`src/rtl/irq_prio_pkg.sv`:
```
package irq_prio_pkg;

    // Service-level state: which priority levels are currently in service.
    typedef enum logic [1:0] {
        SVC_IDLE = 2'b00,
        SVC_LOW  = 2'b01,
        SVC_HIGH = 2'b10,
        SVC_NEST = 2'b11
    } svc_state_e;

    // Register select codes for the byte-wide configuration port.
    localparam logic SEL_ENABLE   = 1'b0;
    localparam logic SEL_PRIORITY = 1'b1;

    // Number of priority levels handled by the picker array.
    localparam int unsigned NUM_LVL = 2;
    localparam int unsigned LVL_LOW  = 0;
    localparam int unsigned LVL_HIGH = 1;

endpackage

```
`src/rtl/irq_cfg_regs.sv`:
```
module irq_cfg_regs
    import irq_prio_pkg::*;
#(
    parameter int unsigned NUM_SRC = 5,
    parameter int unsigned REG_W   = 8,
    parameter int unsigned GE_BIT  = 7
) (
    input  logic               clk,
    input  logic               rst_n,
    input  logic               wr_en_i,
    input  logic               reg_sel_i,
    input  logic [REG_W-1:0]   wr_data_i,
    output logic [REG_W-1:0]   rd_data_o,
    output logic               glob_en_o,
    output logic [NUM_SRC-1:0] src_en_o,
    output logic [NUM_SRC-1:0] hi_lvl_o
);

    localparam int unsigned PAD_W = REG_W - NUM_SRC;

    logic [REG_W-1:0]   en_q;
    logic [NUM_SRC-1:0] prio_q;

    always_ff @(posedge clk or negedge rst_n) begin
        if (!rst_n) begin
            en_q   <= '0;
            prio_q <= '0;
        end else if (wr_en_i) begin
            if (reg_sel_i == SEL_ENABLE) begin
                en_q <= wr_data_i;
            end else begin
                prio_q <= wr_data_i[NUM_SRC-1:0];
            end
        end
    end

    always_comb begin
        if (reg_sel_i == SEL_ENABLE) begin
            rd_data_o = en_q;
        end else begin
            rd_data_o = {{PAD_W{1'b0}}, prio_q};
        end
    end

    assign glob_en_o = en_q[GE_BIT];
    assign src_en_o  = en_q[NUM_SRC-1:0];
    assign hi_lvl_o  = prio_q;

endmodule

```
`src/rtl/irq_flag_latch.sv`:
```
module irq_flag_latch #(
    parameter int unsigned      NUM_SRC    = 5,
    parameter logic [NUM_SRC-1:0] LATCH_MASK = 5'b01010
) (
    input  logic               clk,
    input  logic               rst_n,
    input  logic [NUM_SRC-1:0] flag_i,
    input  logic [NUM_SRC-1:0] clr_i,
    output logic [NUM_SRC-1:0] pend_o
);

    for (genvar i = 0; i < NUM_SRC; i++) begin : g_src
        if (LATCH_MASK[i]) begin : g_latch
            logic flag_q;
            // A new pulse wins over the clear issued by a grant at the same edge.
            always_ff @(posedge clk or negedge rst_n) begin
                if (!rst_n) begin
                    flag_q <= 1'b0;
                end else if (flag_i[i]) begin
                    flag_q <= 1'b1;
                end else if (clr_i[i]) begin
                    flag_q <= 1'b0;
                end
            end
            assign pend_o[i] = flag_q;
        end else begin : g_level
            logic unused_clr;
            assign unused_clr = clr_i[i];
            assign pend_o[i]  = flag_i[i];
        end
    end

endmodule

```
`src/rtl/irq_pick.sv`:
```
module irq_pick #(
    parameter int unsigned NUM_SRC = 5,
    parameter int unsigned IDX_W   = 3
) (
    input  logic [NUM_SRC-1:0] cand_i,
    output logic               found_o,
    output logic [IDX_W-1:0]   idx_o
);

    // Lowest index wins: scan downward so the last hit is the smallest.
    always_comb begin
        found_o = 1'b0;
        idx_o   = '0;
        for (int i = NUM_SRC - 1; i >= 0; i--) begin
            if (cand_i[i]) begin
                found_o = 1'b1;
                idx_o   = IDX_W'(i);
            end
        end
    end

endmodule

```
`src/rtl/irq_svc_fsm.sv`:
```
module irq_svc_fsm
    import irq_prio_pkg::*;
(
    input  logic       clk,
    input  logic       rst_n,
    input  logic       hi_found_i,
    input  logic       lo_found_i,
    input  logic       reti_i,
    output logic       take_hi_o,
    output logic       take_lo_o,
    output svc_state_e state_o
);

    svc_state_e state_q;
    svc_state_e state_d;
    logic       allow_hi;
    logic       allow_lo;

    // A return pulse suppresses any grant at the same edge.
    always_comb begin
        allow_hi  = (state_q == SVC_IDLE) || (state_q == SVC_LOW);
        allow_lo  = (state_q == SVC_IDLE);
        take_hi_o = !reti_i && hi_found_i && allow_hi;
        take_lo_o = !reti_i && !hi_found_i && lo_found_i && allow_lo;
    end

    always_comb begin
        state_d = state_q;
        unique case (state_q)
            SVC_IDLE: begin
                if (take_hi_o) begin
                    state_d = SVC_HIGH;
                end else if (take_lo_o) begin
                    state_d = SVC_LOW;
                end
            end
            SVC_LOW: begin
                if (reti_i) begin
                    state_d = SVC_IDLE;
                end else if (take_hi_o) begin
                    state_d = SVC_NEST;
                end
            end
            SVC_HIGH: begin
                if (reti_i) begin
                    state_d = SVC_IDLE;
                end
            end
            SVC_NEST: begin
                if (reti_i) begin
                    state_d = SVC_LOW;
                end
            end
            default: state_d = SVC_IDLE;
        endcase
    end

    always_ff @(posedge clk or negedge rst_n) begin
        if (!rst_n) begin
            state_q <= SVC_IDLE;
        end else begin
            state_q <= state_d;
        end
    end

    assign state_o = state_q;

endmodule

```
`src/rtl/irq_prio_ctrl.sv`:
```
module irq_prio_ctrl
    import irq_prio_pkg::*;
#(
    parameter int unsigned        NUM_SRC    = 5,
    parameter int unsigned        REG_W      = 8,
    parameter int unsigned        GE_BIT     = 7,
    parameter int unsigned        VEC_W      = 16,
    parameter logic [15:0]        VEC_BASE   = 16'h0003,
    parameter logic [15:0]        VEC_STRIDE = 16'h0008,
    parameter logic [NUM_SRC-1:0] LATCH_MASK = 5'b01010,
    localparam int unsigned       IDX_W      = $clog2(NUM_SRC)
) (
    input  logic               clk,
    input  logic               rst_n,
    input  logic               wr_en_i,
    input  logic               reg_sel_i,
    input  logic [REG_W-1:0]   wr_data_i,
    output logic [REG_W-1:0]   rd_data_o,
    input  logic [NUM_SRC-1:0] flag_i,
    input  logic               reti_i,
    output logic               ack_o,
    output logic [VEC_W-1:0]   vector_o,
    output logic [IDX_W-1:0]   src_idx_o
);

    logic               glob_en;
    logic [NUM_SRC-1:0] src_en;
    logic [NUM_SRC-1:0] hi_lvl;
    logic [NUM_SRC-1:0] pend;
    logic [NUM_SRC-1:0] elig;
    logic [NUM_SRC-1:0] grant_clr;
    logic [NUM_SRC-1:0] cand  [NUM_LVL];
    logic               found [NUM_LVL];
    logic [IDX_W-1:0]   idx   [NUM_LVL];
    logic               take_hi;
    logic               take_lo;
    logic               take_any;
    logic [IDX_W-1:0]   pick_idx;
    logic [VEC_W-1:0]   vec_next;
    svc_state_e         svc_state;

    logic               ack_q;
    logic [VEC_W-1:0]   vec_q;
    logic [IDX_W-1:0]   idx_q;

    irq_cfg_regs #(
        .NUM_SRC (NUM_SRC),
        .REG_W   (REG_W),
        .GE_BIT  (GE_BIT)
    ) u_regs (
        .clk       (clk),
        .rst_n     (rst_n),
        .wr_en_i   (wr_en_i),
        .reg_sel_i (reg_sel_i),
        .wr_data_i (wr_data_i),
        .rd_data_o (rd_data_o),
        .glob_en_o (glob_en),
        .src_en_o  (src_en),
        .hi_lvl_o  (hi_lvl)
    );

    irq_flag_latch #(
        .NUM_SRC    (NUM_SRC),
        .LATCH_MASK (LATCH_MASK)
    ) u_flags (
        .clk    (clk),
        .rst_n  (rst_n),
        .flag_i (flag_i),
        .clr_i  (grant_clr),
        .pend_o (pend)
    );

    assign elig                = glob_en ? (pend & src_en) : '0;
    assign cand[LVL_HIGH]      = elig & hi_lvl;
    assign cand[LVL_LOW]       = elig & ~hi_lvl;

    for (genvar l = 0; l < NUM_LVL; l++) begin : g_lvl
        irq_pick #(
            .NUM_SRC (NUM_SRC),
            .IDX_W   (IDX_W)
        ) u_pick (
            .cand_i  (cand[l]),
            .found_o (found[l]),
            .idx_o   (idx[l])
        );
    end

    irq_svc_fsm u_fsm (
        .clk        (clk),
        .rst_n      (rst_n),
        .hi_found_i (found[LVL_HIGH]),
        .lo_found_i (found[LVL_LOW]),
        .reti_i     (reti_i),
        .take_hi_o  (take_hi),
        .take_lo_o  (take_lo),
        .state_o    (svc_state)
    );

    assign take_any  = take_hi || take_lo;
    assign pick_idx  = take_hi ? idx[LVL_HIGH] : idx[LVL_LOW];
    assign vec_next  = VEC_W'(VEC_BASE) + (VEC_W'(pick_idx) * VEC_W'(VEC_STRIDE));
    assign grant_clr = take_any ? (NUM_SRC'(1) << pick_idx) : '0;

    always_ff @(posedge clk or negedge rst_n) begin
        if (!rst_n) begin
            ack_q <= 1'b0;
            vec_q <= '0;
            idx_q <= '0;
        end else begin
            ack_q <= take_any;
            if (take_any) begin
                vec_q <= vec_next;
                idx_q <= pick_idx;
            end
        end
    end

    assign ack_o     = ack_q;
    assign vector_o  = vec_q;
    assign src_idx_o = idx_q;

endmodule

```
`config.mk`:
```
export PLATFORM = sky130hd
export DESIGN_NAME = irq_prio_ctrl
export DESIGN_NICKNAME = d
export VERILOG_FILES = /design/src/rtl/irq_prio_pkg.sv /design/src/rtl/irq_cfg_regs.sv /design/src/rtl/irq_flag_latch.sv /design/src/rtl/irq_pick.sv /design/src/rtl/irq_svc_fsm.sv /design/src/rtl/irq_prio_ctrl.sv
export SDC_FILE = /design/constraint.sdc
export NUM_CORES = 1
export LEC_CHECK = 0
export BUFFER_PORTS_ARGS = -buffer_cell sky130_fd_sc_hd__buf_2
export CORE_MARGIN = 4
export CORE_UTILIZATION = 44
export CTS_BUF_LIST = sky130_fd_sc_hd__clkbuf_16
export DETAILED_ROUTE_END_ITERATION = 12
export HOLD_SLACK_MARGIN = 0.15
export PLACE_DENSITY = 0.72
export SYNTH_ARGS = -nofsm -noshare
export SYNTH_HDL_FRONTEND = slang
export SYNTH_SLANG_ARGS = --single-unit
```
`constraint.sdc`:
```
create_clock -name clk -period 1.6 [get_ports clk]
set_clock_uncertainty 0.05 [all_clocks]
set_input_delay 0 -clock clk [delete_from_list [all_inputs] [get_ports clk]]
set_output_delay 0 -clock clk [all_outputs]
set_load 0.01 [all_outputs]
```
==> summary by stage, run 1 <==
Route
After detailed routing, the number of vias per cell comes to 5.098. Dividing the detail-routed wire length by the instance count gives 14.08 um. After the first detailed-routing iteration, the DRC count stood at 15. The detailed-route wire length is 3028 um. The final route contains 1,096 vias. In this run the remaining antenna-violating nets after routing total 0. The number of iterations in the first detailed-routing pass is 5. In the routed design, unresolved DRC markers number 0.

Synth
The post-synthesis instance area is 1272 sq um. The largest total area in the synthesized netlist belongs to sky130_fd_sc_hd__dfrtp_1. For this run, the number of Yosys warnings is 0. The share of the Yosys chip area taken by registers is 0.4326. In this run, synthesis inferred 0 flip-flops with an integrated enable. The instance count of the mapped netlist is 114.

The mean cell area of the mapped netlist is 11.16 sq um. Counting distinct cell types in the post-synthesis netlist gives 33. Ranked by total cell area, the synthesized netlist is headed by sky130_fd_sc_hd__dfrtp_1 (43%), sky130_fd_sc_hd__mux2_2 (16%), sky130_fd_sc_hd__buf_4 (8.8%), sky130_fd_sc_hd__nand4_1 (2.5%), sky130_fd_sc_hd__nor2b_1 (2.5%). After synthesis the netlist holds a flip-flop and latch count of 22. In the synthesized netlist the async set-or-reset flop fraction comes to 1.000. The area share of the largest cell type after synthesis is 0.4326. In the synthesized netlist the dominant register cell turns out to be sky130_fd_sc_hd__dfrtp_1.

Timing
The final number of hold-violating endpoints is 0. The final sum of negative setup slack is -0.8472 ns. In the finished design, the share of the clock period the worst path needs comes to 1.116.

The worst path setup slack after routing is -0.1851 ns. The worst path in the final design needs a cycle of 1.785 ns, including I/O delays and setup. The final count of negative-setup-slack endpoints is 7. Setup repair after global routing could not meet its margin everywhere. The fmax is 560.2 MHz. The count of final max-slew check failures is 0.

Setup path
In this run the worst path has a maximum fanout of 6. The launching point of the worst reg2reg path is u_regs.en_q[7]$_DFFE_PN0P_. The kind of start point of the critical path is a flip-flop. Walking the worst path, the cells encountered are buf_4, nand4_1, nand3_2, o21ai_0, a21boi_4, mux2_1. In this run the number of cells on the critical path is 6.

At the worst endpoint, the arrival time is 1.87 ns. The cell depth of the worst flop-to-flop path is 6. Grouping stages by cell kind, the critical path spends the most delay in flip-flops. On the critical path, the stage with the largest delay is an instance of sky130_fd_sc_hd__dfrtp_2. For this run, the slowest stage of the critical path takes 0.44 ns. The capturing point of the worst reg2reg path is vector_o[5]$_DFFE_PN0P_.

The worst setup path is captured at a flip-flop. The internal reg-to-reg setup slack is -0.19 ns. The buffer and inverter count on the worst path is 1. The kind of critical path is flip-flop to flip-flop. The critical path required time is 1.68 ns.

Die
The number of standard-cell rows in the floorplan is 19. The floorplan step defined a die boundary enclosing 3816 sq um. The core footprint is 2758 sq um. The die span in y is 61.78 um. The initial utilization of the core area, before any placement, comes to 0.4614. The die is 61.78 um wide. 46 I/O pins were placed.

Layout
The repair_antennas step left the layout with diodes totalling 0. The post-route standard cell area excluding fillers is 1851 sq um. The layout overhead on the synthesized area is 45.43%. Summing all flip-flop and latch instances after layout gives 551.8 sq um. The layout has 213 filler cells. The net count of the finished layout is 203.

Measured on the finished design, the core utilization comes to 0.6711. The finished layout holds 215 standard cells, fillers aside. The multi-input gate area in the final layout is 631.9 sq um. Of the cells placed in the final design, the portion with a size suffix greater than 1 is 0.5380.

Run
Across the run, the number of max-cap violations was 0.

CTS
In this run, CTS created clock tree buffers numbering 3. The TritonCTS clock tree is yes. The number of H-tree levels is 1.

After clock tree synthesis, the clock-pin slew on the worst setup and hold paths is 0.06 ns. For this design, the sink count on the clock tree is 22. The master cell of the clock root buffer is sky130_fd_sc_hd__clkbuf_16. The clock latency at the later pin of the worst-skew pair is 0.25 ns. Counting along the longest clock path gives a buffer depth of 2.

Run status
The run finished, with violations left. The final reports fail on setup timing.

GRT
For this run the aggregate overflow at the end of global routing stands at 0. The overall routing resource usage is 0.1655. Entering global routing, the biggest net connects 23 pins. The number of global-route vias before repair is 1,085. The initial antenna violation count is 0. The global-route wire length before repair is 4678 um.

Power and ir drop
IR analysis of the VDD net gives a maximum drop of 0.0007304 V. In this run the power density over the cells is 1180 nW/um^2. Summed over all cells, the static leakage comes to 0.9215 nW.

Placed design
Routability-driven placement finished with a final weighted congestion of 0.8474. After detailed placement, the total cell area comes to 1560 sq um. The worst setup slack after placement is -0.2029 ns. The total half-perimeter wirelength after legalization and detailed placement is 2208 um. The number of placed instances with taps included is 194.

Port buffering added 34 buffers.

Min path
The launch point of the worst hold path is reti_i. For hold timing, the worst endpoint is u_flags.g_src[1].g_latch.flag_q$_DFFE_PN0P_. The number of cells on the worst hold path is 4. In this run the worst hold path is classified as input pin to flip-flop.
## synthesized netlist by cell type, types with 2 or more instances
| master | instances |
|---|---|
| sky130_fd_sc_hd__a21oi_1 | 2 |
| sky130_fd_sc_hd__a31oi_1 | 2 |
| sky130_fd_sc_hd__mux2_2 | 18 |
| sky130_fd_sc_hd__and4b_1 | 2 |
| sky130_fd_sc_hd__inv_1 | 4 |
| sky130_fd_sc_hd__clkbuf_1 | 2 |
| sky130_fd_sc_hd__nand4_1 | 5 |
| sky130_fd_sc_hd__mux2_1 | 2 |
| sky130_fd_sc_hd__nor3_1 | 2 |
| sky130_fd_sc_hd__nand3_1 | 3 |
| sky130_fd_sc_hd__nor2_1 | 6 |
| sky130_fd_sc_hd__nand2_1 | 3 |
| sky130_fd_sc_hd__dfrtp_1 | 22 |
| sky130_fd_sc_hd__o21ai_0 | 3 |
| sky130_fd_sc_hd__and4b_4 | 2 |
| sky130_fd_sc_hd__buf_4 | 15 |
| sky130_fd_sc_hd__nor2b_1 | 5 |
## worst reg2reg max path, stage by stage (launching register included)
cell	delay, ns
sky130_fd_sc_hd__dfrtp_2	0.44
sky130_fd_sc_hd__buf_4	0.14
sky130_fd_sc_hd__nand4_1	0.15
sky130_fd_sc_hd__nand3_2	0.13
sky130_fd_sc_hd__o21ai_0	0.19
sky130_fd_sc_hd__a21boi_4	0.24
sky130_fd_sc_hd__mux2_1	0.34
## area by class of cell
type / count / area share
repair buffers: 74 / 0.2745
well taps: 31 / 0.02096
inverters: 4 / 0.008114
clock inverters: 1 / 0.01623
clock buffers: 3 / 0.04057
flip-flops and latches: 22 / 0.2982
multi-input cells: 80 / 0.3414
## layout by cell type, fill, tap and decap left out, types with 4 or more instances in the layout
master and instances:
sky130_fd_sc_hd__conb_1 11, sky130_fd_sc_hd__dlygate4sd3_1 12, sky130_fd_sc_hd__mux2_2 18, sky130_fd_sc_hd__inv_1 4
sky130_fd_sc_hd__dfrtp_1 21, sky130_fd_sc_hd__nand4_1 5, sky130_fd_sc_hd__buf_2 34, sky130_fd_sc_hd__nor2b_1 4
sky130_fd_sc_hd__nor2_1 6, sky130_fd_sc_hd__buf_4 26
## stage by stage
step                      power, W  hold WS, ns
after floorplan           0.001158      -0.3456
after global placement    0.001375     -0.06418
after detailed placement  0.001398     -0.05665
after CTS                 0.002122       0.1597
after global routing      0.002320       0.2012
final                     0.002184       0.1581
## how the worst max path moves through the flow
stage / from / endpoint / slack (ns)
floorplan: u_regs.en_q[7]$_DFFE_PN0P_ / src_idx_o[1]$_DFFE_PN0P_ / -0.10
global placement: u_regs.en_q[7]$_DFFE_PN0P_ / vector_o[5]$_DFFE_PN0P_ / -0.14
detailed placement: u_regs.en_q[7]$_DFFE_PN0P_ / src_idx_o[1]$_DFFE_PN0P_ / -0.20
CTS: u_regs.en_q[7]$_DFFE_PN0P_ / src_idx_o[1]$_DFFE_PN0P_ / -0.20
global route: u_regs.en_q[7]$_DFFE_PN0P_ / vector_o[5]$_DFFE_PN0P_ / -0.29
finish: u_regs.en_q[7]$_DFFE_PN0P_ / vector_o[5]$_DFFE_PN0P_ / -0.19
## repair_timing
action                                  CTS  global route
setup buffers                             1             5
endpoints found under the setup margin    7             8
endpoints found under the hold margin    39             0
gates resized for setup                   0            11
hold buffers                             12             0
pin swaps                                 3             2
## layer usage
layer / wire, um / vias up / global-route usage
met5: 0 / - / 0
met4: 79 / 0 / 0.06970
met3: 269 / 8 / 0.03512
met2: 1523 / 46 / 0.2990
met1: 1156 / 513 / 0.1874
li1: - / 529 / -
## power breakdown
part / total [W] / switching [W] / internal (W)
logic: 0.000755 / 0.000338 / 0.000418
registers: 0.000738 / 0.0000742 / 0.000664
clock network: 0.000691 / 0.000194 / 0.000496
## cell families (layout without fill, tap and decap cells)
| family | after synthesis | after routing | synth area share |
|---|---|---|---|
| AND/OR/NAND/NOR | 34 | 34 | 0.1790 |
| flip-flops | 22 | 22 | 0.4326 |
| buffers and inverters | 22 | 82 | 0.1150 |
| multiplexers | 20 | 20 | 0.1770 |
| AO/OA/AOI/OAI | 15 | 15 | 0.09341 |
| other | 1 | 11 | 0.002947 |
## state kept, by name, indices dropped and copies added (netlist names)
name / cells
ack_o: 1
src_idx_o: 2
u_flags.g_src.g_latch.flag_q: 2
u_fsm.state_o: 2
u_regs.en_q: 8
u_regs.hi_lvl_o: 5
vector_o: 2
(Power assumes the default switching activity.)
==> run 2: changes to the inputs <==
- CTS_BUF_LIST: sky130_fd_sc_hd__clkbuf_16 -> not set
- REMOVE_ABC_BUFFERS: not set -> 1
==> summary by stage, run 2 (same netlist as run 1, synthesis figures left out) <==
Placed design
The worst setup slack after placement is -0.2022 ns. The cell area after placement is 1568 sq um. Input and output buffers added on the ports amount to 34. The last weighted congestion value of the routability-driven placer is 0.8301. The total half-perimeter wirelength after legalization and detailed placement is 2233 um.

Min path
Counting instances, the worst hold path has a depth of 3. The path class of the tightest hold or removal check is input pin to flip-flop.

Layout
The multi-input gate area in the final layout is 655.6 sq um. Once layout is done, the placed cells without fillers occupy 1812 sq um. The register with the most flip-flops in the layout has 8 of them. The most common cell after layout, fill and taps aside is sky130_fd_sc_hd__buf_2. The fraction of layout cells with a size suffix above 1 is 0.5435. After filler insertion, the fill cell instance count of the layout stands at 230. The library cells used most frequently in the layout, excluding fill and tap cells, are sky130_fd_sc_hd__buf_2 (34), sky130_fd_sc_hd__buf_4 (24), sky130_fd_sc_hd__dfrtp_1 (21), sky130_fd_sc_hd__mux2_2 (18), sky130_fd_sc_hd__dlygate4sd3_1 (13). In the final design database the tool counted 203 nets.

The area growth from synthesis to layout is 42.38%. The register with the most flip-flops in the final layout is u_regs.en_q. The number of inserted diodes is 0.

The total area of sequential cells is 551.8 sq um.

Setup path
The stage delay of the slowest cell on the critical path is 0.44 ns. The largest individual stage delay along the critical path comes from the cell sky130_fd_sc_hd__dfrtp_1. The data arrival time at the worst-slack endpoint is 1.99 ns. Traced cell by cell, the critical path runs through and4b_2, nor4_4, o21ai_2, a21boi_4, mux2_1. The critical path required time is 1.75 ns. The kind of critical path is flip-flop to flip-flop. The kind of start point of the critical path is a flip-flop. Measured in cells, the most critical reg-to-reg path has a length of 5. Across all register-to-register paths, the minimum setup slack is -0.24 ns. The worst-path maximum fanout is 3. The element type at the critical path end is a flip-flop.

Route
The detailed-route wire length is 2945 um. The post-route antenna net violation count is 0. In this run, the number of DRC markers left after iteration 0 of detailed routing was 24. The via count is 1,106.

The mean routed wirelength per cell is 13.70 um. For this run, design rule violations remaining after detail routing come to 0. Before antenna repair, the detailed router went through 2 iterations. The detailed-route vias per instance is 5.144.

GRT
The met2 layer usage reported by global route is 0.3094. The overall routing resource usage is 0.1666. The met1 capacity usage during global routing is 0.1909. The total overflow left after global routing is 0. The global routing stage identified its most utilized layer as met2.

The number of global-route vias before repair is 1,106. In the global route stage, met3 resource usage came out at 0.04339. The global-route wire length before repair is 4678 um. The initial antenna violation count was 0. Entering global routing, the biggest net connects 23 pins.

Timing
The final count of negative-setup-slack endpoints is 8. The count of final max-slew check failures is 0. The final number of hold-violating endpoints is 0. Setup repair after global routing could not meet its margin everywhere. The fmax is 543.8 MHz. The final worst hold slack is 0.1792 ns. The worst path in the final design needs a cycle of 1.839 ns, including I/O delays and setup. In the finished design, the share of the clock period the worst path needs comes to 1.149. The worst path setup slack after routing is -0.2389 ns.

CTS
The TritonCTS clock tree is yes. The clock latency at the later pin of the worst-skew pair is 0.30 ns. The clock-pin slew on the worst setup and hold paths is 0.12 ns. CTS built an H-tree with a depth of 1.

The number of clock buffers added by TritonCTS is 3. Counting every sink on the clock net gives 22. In this run the deepest clock path goes through 2 buffers.

Clock tree synthesis selected as its root buffer the cell sky130_fd_sc_hd__clkbuf_4.

Die
The width of the chip is 61.78 um. From bottom edge to top edge, the die measures 61.78 um. The core footprint is 2758 sq um. The effective utilization at floorplan is 0.4614.

The die covers 3816 sq um. In this run the count of I/O pins placed on the die edge is 46. The number of standard-cell rows in the floorplan is 19.

Run status
The flow ran to the end, but the final reports show violations. The final reports fail on setup timing.

Power and ir drop
VDD sags by at most 0.0009680 V. In this run the static leakage power is 0.8952 nW. The cell area power density is 998.7 nW/um^2.

Run
Max-cap violations in this run came to 0.
run 2: area by class of cell:
type	count	share of cell area
Tap cell	31	0.02141
Multi-Input combinational cell	80	0.3619
Clock buffer	4	0.02003
Timing Repair Buffer	74	0.2838
Sequential cell	22	0.3046
Inverter	4	0.008287
run 2: path summary, 6_finish.rpt:
kind / startpoint / to
max in group asynchronous: rst_n / u_regs.en_q[7]$_DFFE_PN0P_
min: wr_en_i / u_regs.hi_lvl_o[3]$_DFFE_PN0P_
max: u_flags.g_src[1].g_latch.flag_q$_DFFE_PN0P_ / vector_o[5]$_DFFE_PN0P_
min reg2reg: src_idx_o[0]$_DFFE_PN0P_ / src_idx_o[0]$_DFFE_PN0P_
max reg2reg: u_flags.g_src[1].g_latch.flag_q$_DFFE_PN0P_ / vector_o[5]$_DFFE_PN0P_
min in group asynchronous: rst_n / ack_o$_DFF_PN0_
run 2: routing by layer:
layer | wire, um | up-vias
li1 | - | 531
met1 | 1155 | 534
met2 | 1555 | 37
met3 | 195 | 4
met4 | 38 | 0
met5 | 0 | -
run 2: through the flow:
stage                     power (W)  instances  TNS [ns]  utilization
after detailed placement   0.001411        195   -0.8102       0.5685
after CTS                  0.001762        213   -0.8234       0.6334
after floorplan            0.001084        106   -0.3948            -
final                      0.001809        215    -1.146       0.6570
after global routing       0.001943        215    -1.730       0.6570
after global placement     0.001385        195   -0.4058       0.5685
run 2: repair_timing:
action | 4_1_cts | 5_1_grt
resized for setup | 3 | 13
buffers inserted | 1 | 3
endpoints found under the setup margin | 7 | 8
hold buffers | 13 | 0
pin swaps | 5 | 3
gates cloned | 0 | 0
hold endpoints to repair | 39 | 0
run 2: critical path, delay by kind of cell (launching register included):
kind	cells	cell delay (ns)
mux	1	0.34
flops	1	0.44
simple gates	2	0.58
compound gates	2	0.32
run 2: report_power, final:
group | switching (W) | internal [W]
combinational | 0.000339 | 0.000427
sequential | 0.0000775 | 0.000662
clock | 0.000165 | 0.000139
==> run 3: changes to the inputs <==
- CORE_MARGIN: 4 -> not set
- GPL_TIMING_DRIVEN: not set -> 0
==> summary by stage, run 3 (same netlist as run 1, synthesis figures left out) <==
Run status
The flow ran to the end, but the final reports show violations. The checks that failed: setup timing.

Die
The width of the chip is 55.78 um. The die span in y is 55.78 um. For this configuration, the core starts out at a cell density of 0.4614. The full die area is 3111 sq um. The number of standard-cell rows in the floorplan is 19.

The number of placed I/O pins is 46. The core footprint is 2758 sq um.

CTS
The buffer depth of the longest clock path is 2. TritonCTS built the clock tree. The clock-pin slew on the worst setup and hold paths is 0.13 ns. The total clock buffers created by CTS is 3. In this run the number of H-tree levels came out at 1. The TritonCTS sink count is 22.

The tree is rooted in a sky130_fd_sc_hd__clkbuf_4. The later pin in the worst-skew pair is clocked with a latency of 0.30 ns.

Timing
The worst-case headroom to the max-slew limit is 0.5119. The smallest clock period supported by the final layout is computed as 1.808 ns. In the finished design, the share of the clock period the worst path needs comes to 1.130. The final worst hold slack is 0.1623 ns. The count of final max-slew check failures came to 0. Setup repair after global routing could not meet its margin everywhere. The final number of hold-violating endpoints is 0. The final count of negative-setup-slack endpoints is 7. Timing would allow up to 553.1 MHz.

Across all setup checks in the final design, the least slack found is -0.2080 ns. The final sum of negative setup slack is -1.004 ns. The slew at the pin with the worst max-slew slack is 0.7306 ns.

Placed design
The total half-perimeter wirelength after legalization and detailed placement is 1796 um. Including well taps, the total number of placed cells is 171. The number of buffers inserted by port buffering is 34. The last weighted congestion value of the routability-driven placer is 0.8625.

Setup path
The element type at the critical path end is a flip-flop. The endpoint identified for the worst register-to-register timing path is vector_o[5]$_DFFE_PN0P_. The data arrival time at the worst-slack endpoint is 1.95 ns.

For the worst setup path, the data required time is 1.75 ns. The signal on the critical path passes through and4b_2, nor4_4, o21ai_2, a21boi_4, mux2_1. The launching point of the worst reg2reg path is u_regs.en_q[7]$_DFFE_PN0P_. For the worst flop-to-flop path, the logic depth is 5. The stage delay of the slowest cell on the critical path is 0.47 ns.

Together, buffers and inverters on the worst path number 0. Setup slack on the worst reg-to-reg path comes out at -0.21 ns. The cell family contributing the most delay on the critical path is simple AND/OR/NAND/NOR gates.

The master of the slowest instance on the critical path is sky130_fd_sc_hd__dfrtp_2. The kind of critical path is flip-flop to flip-flop. The worst-path maximum fanout is 6. The worst setup path is launched from a flip-flop. The worst setup path startpoint is u_regs.en_q[7]$_DFFE_PN0P_.

Route
The first-iteration detailed-routing DRC count is 8. The via count is 1,009. In the routed design, unresolved DRC markers number 0. Before antenna repair, the detailed router went through 4 iterations. The post-route antenna net violation count is 0. For this block, the routed nets add up to 2604 um of wire. Using the TritonRoute via totals, the vias-per-cell ratio works out to 5.070.

The mean routed wirelength per cell is 13.09 um.

Layout
The fraction of layout cells with a size suffix above 1 is 0.4702. Excluding fillers, the count of instances in the completed layout stands at 199. The final layout contains 187 nets. The register with the most flip-flops in the layout has 8 of them. The library cell used most frequently in the layout, excluding fill and tap cells, is sky130_fd_sc_hd__buf_2.

Leaving out fill and tap cells, the most frequent cells in the layout are sky130_fd_sc_hd__buf_2 (34), sky130_fd_sc_hd__dfrtp_1 (21), sky130_fd_sc_hd__mux2_2 (18), sky130_fd_sc_hd__dlygate4sd3_1 (13), sky130_fd_sc_hd__conb_1 (11). More flip-flops sit in one register than any other, and that register is u_regs.en_q. Relative to the synthesized area, the layout overhead comes to 31.17%.

The number of inserted diodes is 0.

Min path
The worst hold path begins at flag_i[4]. The path with the worst hold slack has its endpoint at u_fsm.state_o[0]$_DFFE_PN0P_. The classification of the worst-slack hold path is input pin to flip-flop. Counting instances, the worst hold path has a depth of 5.

GRT
The initial antenna violation count is 0. The overall routing resource usage is 0.1816. The number of global-route vias before repair came to 1,039. The global-route wire length before repair is 4443 um. The total grt overflow is 0. Entering global routing, the biggest net connects 23 pins.

Power and ir drop
For this design the ratio of total power to cell area is 1014 nW/um^2. Across the VDD grid, the largest voltage drop is 0.0008234 V. In this run the static leakage power is 0.8216 nW.

Run
The max capacitance violation total is 0.
run 3: layout make-up:
cell class                      instances  area, sq um
Clock buffer                            4        36.28
Inverter                                4        15.01
Timing Repair Buffer                   58        394.1
Sequential cell                        22        551.8
Fill cell                             242         1089
Tap cell                               31        38.79
Multi-Input combinational cell         80        633.1
run 3: worst max path at each step:
stage,end,cells past startpoint
after floorplan,src_idx_o[1]$_DFFE_PN0P_,5
after global placement,src_idx_o[1]$_DFFE_PN0P_,5
after detailed placement,src_idx_o[1]$_DFFE_PN0P_,5
after CTS,vector_o[5]$_DFFE_PN0P_,6
after global routing,vector_o[5]$_DFFE_PN0P_,5
final,vector_o[5]$_DFFE_PN0P_,5
run 3: stage by stage:
step,total power [W],util,worst slack [ns],area [sq um]
floorplan,0.001084,-,-0.1974,1179
global placement,0.001253,0.5032,-0.3507,1388
detailed placement,0.001278,0.5032,-0.3851,1388
CTS,0.001675,0.5957,-0.2272,1643
global route,0.001805,0.6053,-0.3024,1669
finish,0.001693,0.6053,-0.2080,1669
run 3: power breakdown:
group	switching (W)	total, W	internal [W]
Sequential	0.0000888	0.000751	0.000662
Combinational	0.000297	0.000636	0.000339
Clock	0.000167	0.000306	0.000139
Total	0.000553	0.00169	0.00114
run 3: repair_timing:
| item | in CTS | in global routing |
|---|---|---|
| hold buffers | 13 | 0 |
| gates cloned | 0 | 0 |
| pin swaps | 5 | 0 |
| gates resized for setup | 3 | 7 |
| endpoints found under the hold margin | 39 | 0 |
| buffers inserted | 11 | 1 |
| setup endpoints to repair | 8 | 8 |
run 3: metal layers:
| metal | global-route usage | wire (um) | part of all wire | vias up |
|---|---|---|---|---|
| met3 | 0.02093 | 91 | 0.035 | 6 |
| met2 | 0.3305 | 1358 | 0.52 | 38 |
| met4 | 0.07500 | 50 | 0.019 | 0 |
| met1 | 0.2157 | 1104 | 0.42 | 470 |
| met5 | 0 | 0 | 0 | - |
| li1 | - | - | - | 495 |
run 3: tightest hold or removal path, stage by stage:
cell and delay [ns]:
sky130_fd_sc_hd__buf_2 0.11, sky130_fd_sc_hd__nand3_1 0.11, sky130_fd_sc_hd__o21ai_2 0.09, sky130_fd_sc_hd__a21oi_1 0.13
sky130_fd_sc_hd__a21oi_1 0.05
